`config.mk`:
```
export PLATFORM = sky130hd
export DESIGN_NAME = pwr_pulse_conv
export DESIGN_NICKNAME = d
export VERILOG_FILES = /design/src/rtl/pp_pkg.sv /design/src/rtl/pp_datapath.sv /design/src/rtl/pp_width.sv /design/src/rtl/pp_ctrl.sv /design/src/rtl/pwr_pulse_conv.sv
export SDC_FILE = /design/constraint.sdc
export NUM_CORES = 1
export LEC_CHECK = 0
export CAP_MARGIN = 20
export CELL_PAD_IN_SITES_DETAIL_PLACEMENT = 1
export CELL_PAD_IN_SITES_GLOBAL_PLACEMENT = 1
export CORE_MARGIN = 4
export CORE_UTILIZATION = 51
export CTS_CLUSTER_SIZE = 25
export DETAILED_ROUTE_END_ITERATION = 8
export PLACE_DENSITY = 0.87
export SYNTH_ARGS = -nofsm -noshare
export SYNTH_HDL_FRONTEND = slang
export SYNTH_SLANG_ARGS = --single-unit
```
`constraint.sdc`:
```
create_clock -name clk -period 12.3 [get_ports clk]
set_input_delay 3.69 -clock clk [delete_from_list [all_inputs] [get_ports clk]]
set_output_delay 3.69 -clock clk [all_outputs]
set_load 0.01 [all_outputs]
```
`src/rtl/pp_pkg.sv`:
```
package pp_pkg;
  // Strobes issued by the pulse control toward the accumulation datapath.
  typedef struct packed {
    logic take;   // a pulse starts this cycle and consumes one quantum
  } ppStrobes_t;
endpackage

```
`src/rtl/pp_datapath.sv`:
```
module pp_datapath
  import pp_pkg::*;
#(
  parameter int SAMPLE_W     = 16,
  parameter int RATIO_W      = 8,
  parameter int THRESH_SHIFT = 12,
  parameter int PEND_W       = 4
) (
  input  logic                    clk,
  input  logic                    rst_n,
  input  logic                    sampleValid,
  input  logic [3*SAMPLE_W-1:0]   phaseBus,
  input  logic [2:0]              phaseSel,
  input  logic                    absMode,
  input  logic [RATIO_W-1:0]      rateNum,
  input  logic [RATIO_W-1:0]      rateDen,
  input  ppStrobes_t              ctl,
  output logic                    pendingAny
);
  localparam int SUM_W  = SAMPLE_W + 2;
  localparam int INC_W  = SUM_W + RATIO_W;
  localparam int THR_W  = RATIO_W + THRESH_SHIFT;
  localparam int ACC_W  = ((INC_W > THR_W) ? INC_W : THR_W) + 1;
  localparam int ACCX_W = ACC_W + 1;

  logic signed [SUM_W-1:0] term [3];
  logic signed [SUM_W-1:0] total;
  logic [SUM_W-1:0]        totalMag;
  logic [INC_W-1:0]        inc;
  logic [RATIO_W-1:0]      effDen;
  logic [ACC_W-1:0]        threshWide;
  logic [ACC_W-1:0]        acc;
  logic [ACC_W-1:0]        accNext;
  logic [ACCX_W-1:0]       accSum;
  logic [PEND_W-1:0]       pendCnt;
  logic                    crossNow;

  // Per-phase selection and optional magnitude
  for (genvar gi = 0; gi < 3; gi++) begin : g_phase
    logic signed [SAMPLE_W-1:0] raw;
    logic signed [SUM_W-1:0]    ext;
    assign raw = phaseBus[gi*SAMPLE_W +: SAMPLE_W];
    assign ext = {{2{raw[SAMPLE_W-1]}}, raw};
    assign term[gi] = !phaseSel[gi] ? '0 :
                      (absMode && ext[SUM_W-1]) ? -ext : ext;
  end

  // Signed total and its magnitude
  assign total    = term[0] + term[1] + term[2];
  assign totalMag = total[SUM_W-1] ? $unsigned(-total) : $unsigned(total);
  assign inc      = INC_W'(totalMag) * INC_W'(rateNum);

  // Threshold from the denominator, zero read as one
  assign effDen     = (rateDen == '0) ? RATIO_W'(1) : rateDen;
  assign threshWide = ACC_W'(effDen) << THRESH_SHIFT;
  assign crossNow   = (acc >= threshWide);

  assign accSum  = {1'b0, acc}
                 + (sampleValid ? ACCX_W'(inc) : '0)
                 - (crossNow ? {1'b0, threshWide} : '0);
  assign accNext = accSum[ACC_W] ? '1 : accSum[ACC_W-1:0];

  assign pendingAny = (pendCnt != '0) || crossNow;

  always_ff @(posedge clk or negedge rst_n) begin
    if (!rst_n) begin
      acc     <= '0;
      pendCnt <= '0;
    end else begin
      acc <= accNext;
      case ({crossNow, ctl.take})
        2'b10: if (pendCnt != '1) pendCnt <= pendCnt + PEND_W'(1);
        2'b01: pendCnt <= pendCnt - PEND_W'(1);
        default: ;
      endcase
    end
  end

  // A pulse may only start when a quantum is waiting
  p_take_backed_r9: assert property (@(posedge clk) disable iff (!rst_n)
    ctl.take |-> (pendCnt != '0 || crossNow));

  // Without a sample the accumulator never grows
  p_no_gain_r4: assert property (@(posedge clk) disable iff (!rst_n)
    !sampleValid |=> acc <= $past(acc));

endmodule

```
`src/rtl/pp_width.sv`:
```
module pp_width #(
  parameter int RATIO_W   = 8,
  parameter int TIME_W    = 16,
  parameter int NOMINAL_W = 64,
  parameter int DEN_UNIT  = 64,
  parameter int LONG_CLKS = 1000,
  parameter int CAP_CLKS  = 500
) (
  input  logic [RATIO_W-1:0] rateNum,
  input  logic [RATIO_W-1:0] rateDen,
  input  logic [TIME_W-1:0]  periodCnt,
  output logic [TIME_W-1:0]  widthSel
);
  logic [RATIO_W-1:0] effDen;
  logic [RATIO_W-1:0] halfUp;

  assign effDen = (rateDen == '0) ? RATIO_W'(1) : rateDen;
  assign halfUp = (effDen >> 1) + RATIO_W'(effDen[0]);

  // Long period wins, then denominator scaling, else nominal
  always_comb begin
    if (periodCnt > TIME_W'(LONG_CLKS))
      widthSel = TIME_W'(CAP_CLKS);
    else if (effDen > rateNum)
      widthSel = TIME_W'(halfUp) * TIME_W'(DEN_UNIT);
    else
      widthSel = TIME_W'(NOMINAL_W);
  end
endmodule

```
`src/rtl/pp_ctrl.sv`:
```
module pp_ctrl
  import pp_pkg::*;
#(
  parameter int TIME_W    = 16,
  parameter int LONG_CLKS = 1000,
  parameter int CAP_CLKS  = 500
) (
  input  logic              clk,
  input  logic              rst_n,
  input  logic              pendingAny,
  input  logic [TIME_W-1:0] widthSel,
  output ppStrobes_t        ctl,
  output logic [TIME_W-1:0] periodCnt,
  output logic              pulseOut
);
  logic [TIME_W-1:0] hiCnt;
  logic              pulseReg;

  // Start only from low
  always_comb ctl.take = !pulseReg && pendingAny;

  always_ff @(posedge clk or negedge rst_n) begin
    if (!rst_n) begin
      pulseReg  <= 1'b0;
      hiCnt     <= '0;
      periodCnt <= '0;
    end else if (ctl.take) begin
      pulseReg  <= 1'b1;
      hiCnt     <= widthSel - TIME_W'(1);
      periodCnt <= TIME_W'(1);
    end else begin
      if (pulseReg) begin
        if (hiCnt == '0) pulseReg <= 1'b0;
        else             hiCnt    <= hiCnt - TIME_W'(1);
      end
      if (periodCnt <= TIME_W'(LONG_CLKS))
        periodCnt <= periodCnt + TIME_W'(1);
    end
  end

  assign pulseOut = pulseReg;

  p_width_valid_r6: assert property (@(posedge clk) disable iff (!rst_n)
    ctl.take |-> widthSel != '0);

  p_cap_used_r8: assert property (@(posedge clk) disable iff (!rst_n)
    (ctl.take && periodCnt > TIME_W'(LONG_CLKS)) |-> widthSel == TIME_W'(CAP_CLKS));

  p_hold_r9: assert property (@(posedge clk) disable iff (!rst_n)
    (pulseReg && hiCnt != '0) |=> pulseReg);

  p_period_sat_r8: assert property (@(posedge clk) disable iff (!rst_n)
    periodCnt <= TIME_W'(LONG_CLKS + 1));

endmodule

```
`src/rtl/pwr_pulse_conv.sv`:
```
module pwr_pulse_conv
  import pp_pkg::*;
#(
  parameter int SAMPLE_W     = 16,
  parameter int RATIO_W      = 8,
  parameter int CLK_HZ       = 100_000_000,
  parameter int THRESH_SHIFT = 12,
  parameter int NOMINAL_W    = 64,
  parameter int DEN_UNIT     = 64,
  parameter int PEND_W       = 4
) (
  input  logic                       clk,
  input  logic                       rst_n,
  input  logic                       sampleValid,
  input  logic signed [SAMPLE_W-1:0] phaseA,
  input  logic signed [SAMPLE_W-1:0] phaseB,
  input  logic signed [SAMPLE_W-1:0] phaseC,
  input  logic [2:0]                 phaseSel,
  input  logic                       absMode,
  input  logic [RATIO_W-1:0]         rateNum,
  input  logic [RATIO_W-1:0]         rateDen,
  output logic                       pulseOut
);
  localparam int MS_CLKS   = CLK_HZ / 1000;
  localparam int LONG_CLKS = MS_CLKS * 180;
  localparam int CAP_CLKS  = MS_CLKS * 90;
  localparam int DEN_MAX   = (2 ** (RATIO_W - 1)) * DEN_UNIT;
  localparam int T1        = (LONG_CLKS + 1 > DEN_MAX) ? LONG_CLKS + 1 : DEN_MAX;
  localparam int T2        = (T1 > NOMINAL_W) ? T1 : NOMINAL_W;
  localparam int TIME_W    = $clog2(T2 + 1) + 1;

  logic [3*SAMPLE_W-1:0] phaseBus;
  ppStrobes_t            ctl;
  logic                  pendingAny;
  logic [TIME_W-1:0]     periodCnt;
  logic [TIME_W-1:0]     widthSel;

  assign phaseBus = {phaseC, phaseB, phaseA};

  pp_datapath #(
    .SAMPLE_W(SAMPLE_W), .RATIO_W(RATIO_W),
    .THRESH_SHIFT(THRESH_SHIFT), .PEND_W(PEND_W)
  ) u_dp (
    .clk(clk), .rst_n(rst_n), .sampleValid(sampleValid),
    .phaseBus(phaseBus), .phaseSel(phaseSel), .absMode(absMode),
    .rateNum(rateNum), .rateDen(rateDen), .ctl(ctl),
    .pendingAny(pendingAny)
  );

  pp_width #(
    .RATIO_W(RATIO_W), .TIME_W(TIME_W), .NOMINAL_W(NOMINAL_W),
    .DEN_UNIT(DEN_UNIT), .LONG_CLKS(LONG_CLKS), .CAP_CLKS(CAP_CLKS)
  ) u_width (
    .rateNum(rateNum), .rateDen(rateDen),
    .periodCnt(periodCnt), .widthSel(widthSel)
  );

  pp_ctrl #(
    .TIME_W(TIME_W), .LONG_CLKS(LONG_CLKS), .CAP_CLKS(CAP_CLKS)
  ) u_ctrl (
    .clk(clk), .rst_n(rst_n), .pendingAny(pendingAny),
    .widthSel(widthSel), .ctl(ctl), .periodCnt(periodCnt),
    .pulseOut(pulseOut)
  );
endmodule

```
==> metrics.csv, run 1 <==
metric;value;unit
Area after DPL;17430;um^2
number of synthesized flops with an enable pin;0;
Die Y;173;um
Synth area leader;fa_1;
number of CTS-inserted buffers;9;
post-synthesis register bit count;84;
syn_area_per_cell;8.012;um^2
Synth warnings;0;
Root Driver;clkbuf_16;
post-synthesis cell type count;73;
ys flop type;dfrtp_1;
global-route wire length before repair;152500;um
Post-Syn Area;13880;um^2
Syn Inst Count;1733;
post-synth top area share;17.73;%
GRT Residual Overflow;42;
Initial Util;51.66;%
RD Place Congestion;0.8843;
Syn Nets;2061;
Tool Error;[ERROR GRT-0116] Global routing finished with congestion. Check the congestion regions in the DRC Viewer.;
num ports;72;
largest net degree at the start of global routing;54;
Inst Count DP;2389;
Total GRT Usage;68.29;%
row cnt;60;
H-tree Lvls;3;
CTS Hold Buffers Added;0;
async set or reset register ratio after synthesis;100.0;%
I/O Buffers;71;
Bufs on Longest Clock Path;2;
Seq/Total Area, Yosys;15.14;%
Die W;173;um
Halt Stage;global routing (5_1_grt);
detailed placer's ending HPWL;45740;um
status;did not finish;
Synth area leaders;fa_1, dfrtp_1, ha_1;
CTS sink cnt;84;
vias in the first global route;21900;
repair_timing:
item | in CTS
buffers inserted | 46
cloned | 4
endpoints found under the setup margin | 27
resized for setup | 274
pin swaps | 134
cells in the mapped netlist (3+ instances only):
cell type	n
inv_1	268
nand2_1	159
nor2_1	150
ha_1	134
fa_1	123
and2_1	94
a21oi_1	89
dfrtp_1	84
xnor2_1	78
xor2_1	70
o21ai_0	59
nor3_1	38
clkbuf_1	34
nand3_1	29
nor4_1	28
a21o_1	23
nand2b_1	23
nor2b_1	21
and3_1	18
o21a_1	16
nand4_1	15
a31oi_1	13
or3_1	13
o21bai_1	12
a211oi_1	11
o31ai_1	10
o211ai_1	9
or4_1	9
o22ai_1	8
or2_2	8
mux2_2	6
a41oi_1	5
nand3b_1	5
nor3b_1	4
o31a_1	4
a22oi_1	3
a311oi_1	3
mux2i_1	3
nor4b_1	3
o22a_1	3
o41ai_1	3
or3b_2	3
stage by stage:
step	util [%]	setup WS, ns
CTS	70.66	-1.984
global placement	64.86	-1.781
detailed placement	64.86	-2.996
floorplan	-	-1.193
layer usage:
metal	overflow	global-route usage, %
met1	1	66.62
met5	0	12.66
met2	18	89.93
met4	23	72.50
met3	0	46.90
cells by family after synthesis:
family,Yosys count,share of synthesized area [%]
buf+inv,310,8.552
fa+ha+maj,257,29.81
mux,9,0.7029
flops,84,15.14
simple gates,630,22.78
compound gates,295,13.68
xor+xnor,148,9.336
==> run 2: changes to the inputs <==
Settings changed: CELL_PAD_IN_SITES_DETAIL_PLACEMENT 1 to not set, CELL_PAD_IN_SITES_GLOBAL_PLACEMENT 1 to not set, CORE_UTILIZATION 51 to 40, CTS_CLUSTER_SIZE 25 to not set, PLACE_DENSITY 0.87 to not set, PLACE_DENSITY_LB_ADDON set to 0.15.
==> metrics.csv, run 2 <==
metric;value;unit
Die W;194.3;um
Inst Count DP;2513;
Core Region;33870;um^2
final hold vios;0;
most frequent cells in the layout;buf_4, inv_1, nor2_1;
async set or reset register ratio after synthesis;100.0;%
number of synthesized flops with an enable pin;0;
number of CTS-inserted buffers;9;
highest cell delay on the worst timing path;0.57;ns
Final #Nets;2451;
largest net degree at the start of global routing;65;
global-route wire length before repair;66830;um
critical path endpoint category;flip-flop;
drt initial violations;570;
Syn Inst Count;1733;
Vias/cell;5.120;
die area;37760;um^2
Ant. Diodes;0;
cell with the most instances on the worst path;buf_4;
TritonCTS clock tree;yes;
Layout Cell Area excl Fill;19070;um^2
required time worst endpoint;12.55;ns
GRT Residual Overflow;0;
Synth area leaders;fa_1, dfrtp_1, ha_1;
post-synth top area share;17.73;%
crit-path max FO;6;
crit path launch type;primary input;
I/O Buffers;71;
Setup TNS;-30.69;ns
Max Slew Vio Count;0;
hold crit path type;flip-flop to flip-flop;
Root Driver;clkbuf_16;
Worst path top cell family by delay;adder cells;
largest family of logic cells by synthesized area;adder cells;
detailed placer's ending HPWL;31620;um
Seq/Total Area, Yosys;15.14;%
Max Cap Viol;0;
share of cells above drive strength 1;26.55;%
Post-Syn Area;13880;um^2
Syn Nets;2061;
post-synthesis register bit count;84;
Finished Layout Cells;2576;
period utilisation layout;109.4;%
Die Y;194.3;um
RSZ-0062 raised after global routing;yes;
vias in the first global route;13660;
endpoints failing setup;27;
post-route ant nets;0;
Synth area leader;fa_1;
Total GRT Usage;20.92;%
Area after DPL;17720;um^2
Critical-path top delay cell;fa_1;
num ports;72;
Rel. slew slack;41.29;%
CTS clk-pin slew, worst paths;0.07;ns
Buf/Inv on CP;15;
Simple-Gate Fraction of Synth Area;22.78;%
TritonRoute pass-1 iters;5;
crit path DAT;13.71;ns
commonest non-fill, non-tap cell in the layout;buf_4;
area share of xor/xnor cells in the synthesized design;9.336;%
CTS sink cnt;84;
residual DRC count;0;
Synth top cells by count;inv_1, nand2_1, nor2_1;
biggest regs;u_dp.acc (27), u_ctrl.hiCnt (26), u_ctrl.periodCnt (26);
Tmin final;13.46;ns
RD Place Congestion;0.8545;
Layout Utilization;56.31;%
initial antenna violation count;0;
failing checks;setup timing;
clock skew;0.009885;ns
crit path kind;primary input to flip-flop;
syn_area_per_cell;8.012;um^2
max reg flops;27;
worst setup margin;-1.158;ns
worst skew pair latency;0.36;ns
Reg with most FFs;u_dp.acc;
H-tree Lvls;3;
Bufs on Longest Clock Path;2;
DR vias;13190;
WL per Instance;15.36;um
mux contribution to synthesized area;0.7029;%
post-synthesis cell type count;73;
FILL cells;3184;
Initial Util;41.00;%
status;finished with violations;
Compound-Gate Fraction of Synth Area;13.68;%
Peak Freq;74.31;MHz
Area Growth Syn to Fin;37.36;%
Synth warnings;0;
row cnt;67;
most numerous cell in the Yosys netlist;inv_1;
Worst-Margin Slew;0.8774;ns
ys flop type;dfrtp_1;
Routed WL;39560;um
Synth Area in Adders;29.81;%
-- run 2: cell counts after synthesis --
Identical to the previous run, type by type.
-- run 2: kinds of logic after synthesis --
family	after synthesis
xor gates and xnor gates	148
buffers and inverters	310
muxes	9
DFF	84
adders and majority gates	257
and+or+nand+nor	630
AOI/OAI and AO/OA	295
-- run 2: area by class of cell --
class / count / area (um^2) / area share, %
multi-input combinational: 1339 / 11670 / 61.21
timing repair buffer: 419 / 3417 / 17.92
sequential: 84 / 2102 / 11.02
inverter: 270 / 1013 / 5.314
tap: 448 / 560.5 / 2.939
clock buffer: 9 / 225.2 / 1.181
clock inverter: 7 / 80.08 / 0.4199
-- run 2: path summary, 6_finish.rpt --
path	from	endpoint	slack, ns	depth (start not counted)
min in group asynchronous	rst_n	u_ctrl.hiCnt[21]	3.20	1
max	phaseB[2]	u_dp.acc[18]	-1.16	54
min	u_dp.pendCnt[3]	u_dp.pendCnt[3]	0.50	1
max in group asynchronous	rst_n	u_dp.acc[14]	7.94	2
max reg2reg	u_dp.acc[13]	u_dp.acc[18]	7.35	23
min reg2reg	u_dp.pendCnt[3]	u_dp.pendCnt[3]	0.50	1
-- run 2: timing repair --
| item | in CTS | in global routing |
|---|---|---|
| setup endpoints to repair | 27 | 27 |
| setup buffers | 31 | 15 |
| hold endpoints to repair | 0 | 0 |
| gates resized for setup | 148 | 55 |
| pin swaps | 91 | 46 |
| cloned | 2 | 1 |
| hold buffers | 0 | 0 |
-- run 2: layer usage --
metal / vias to the layer above / part of all wire, % / track usage [%]
met3: 29 / 2.5 / 1.749
met1: 6481 / 47 / 28.23
met4: 0 / 1.1 / 3.828
li1: 6530 / - / -
met2: 148 / 50 / 37.19
met5: - / 0 / 0
-- run 2: through the flow --
stage               hold WS (ns)  setup slack [ns]
floorplan                 0.4437            -1.193
global placement          0.4825            -2.026
detailed placement        0.4934            -2.170
CTS                       0.5041            -1.224
global route              0.5257            -1.649
finish                    0.5015            -1.158
Power of run 2 is left out: the tool's default activity adds up to more than one toggle a clock period on the data nets, which glitch-free logic cannot reach.
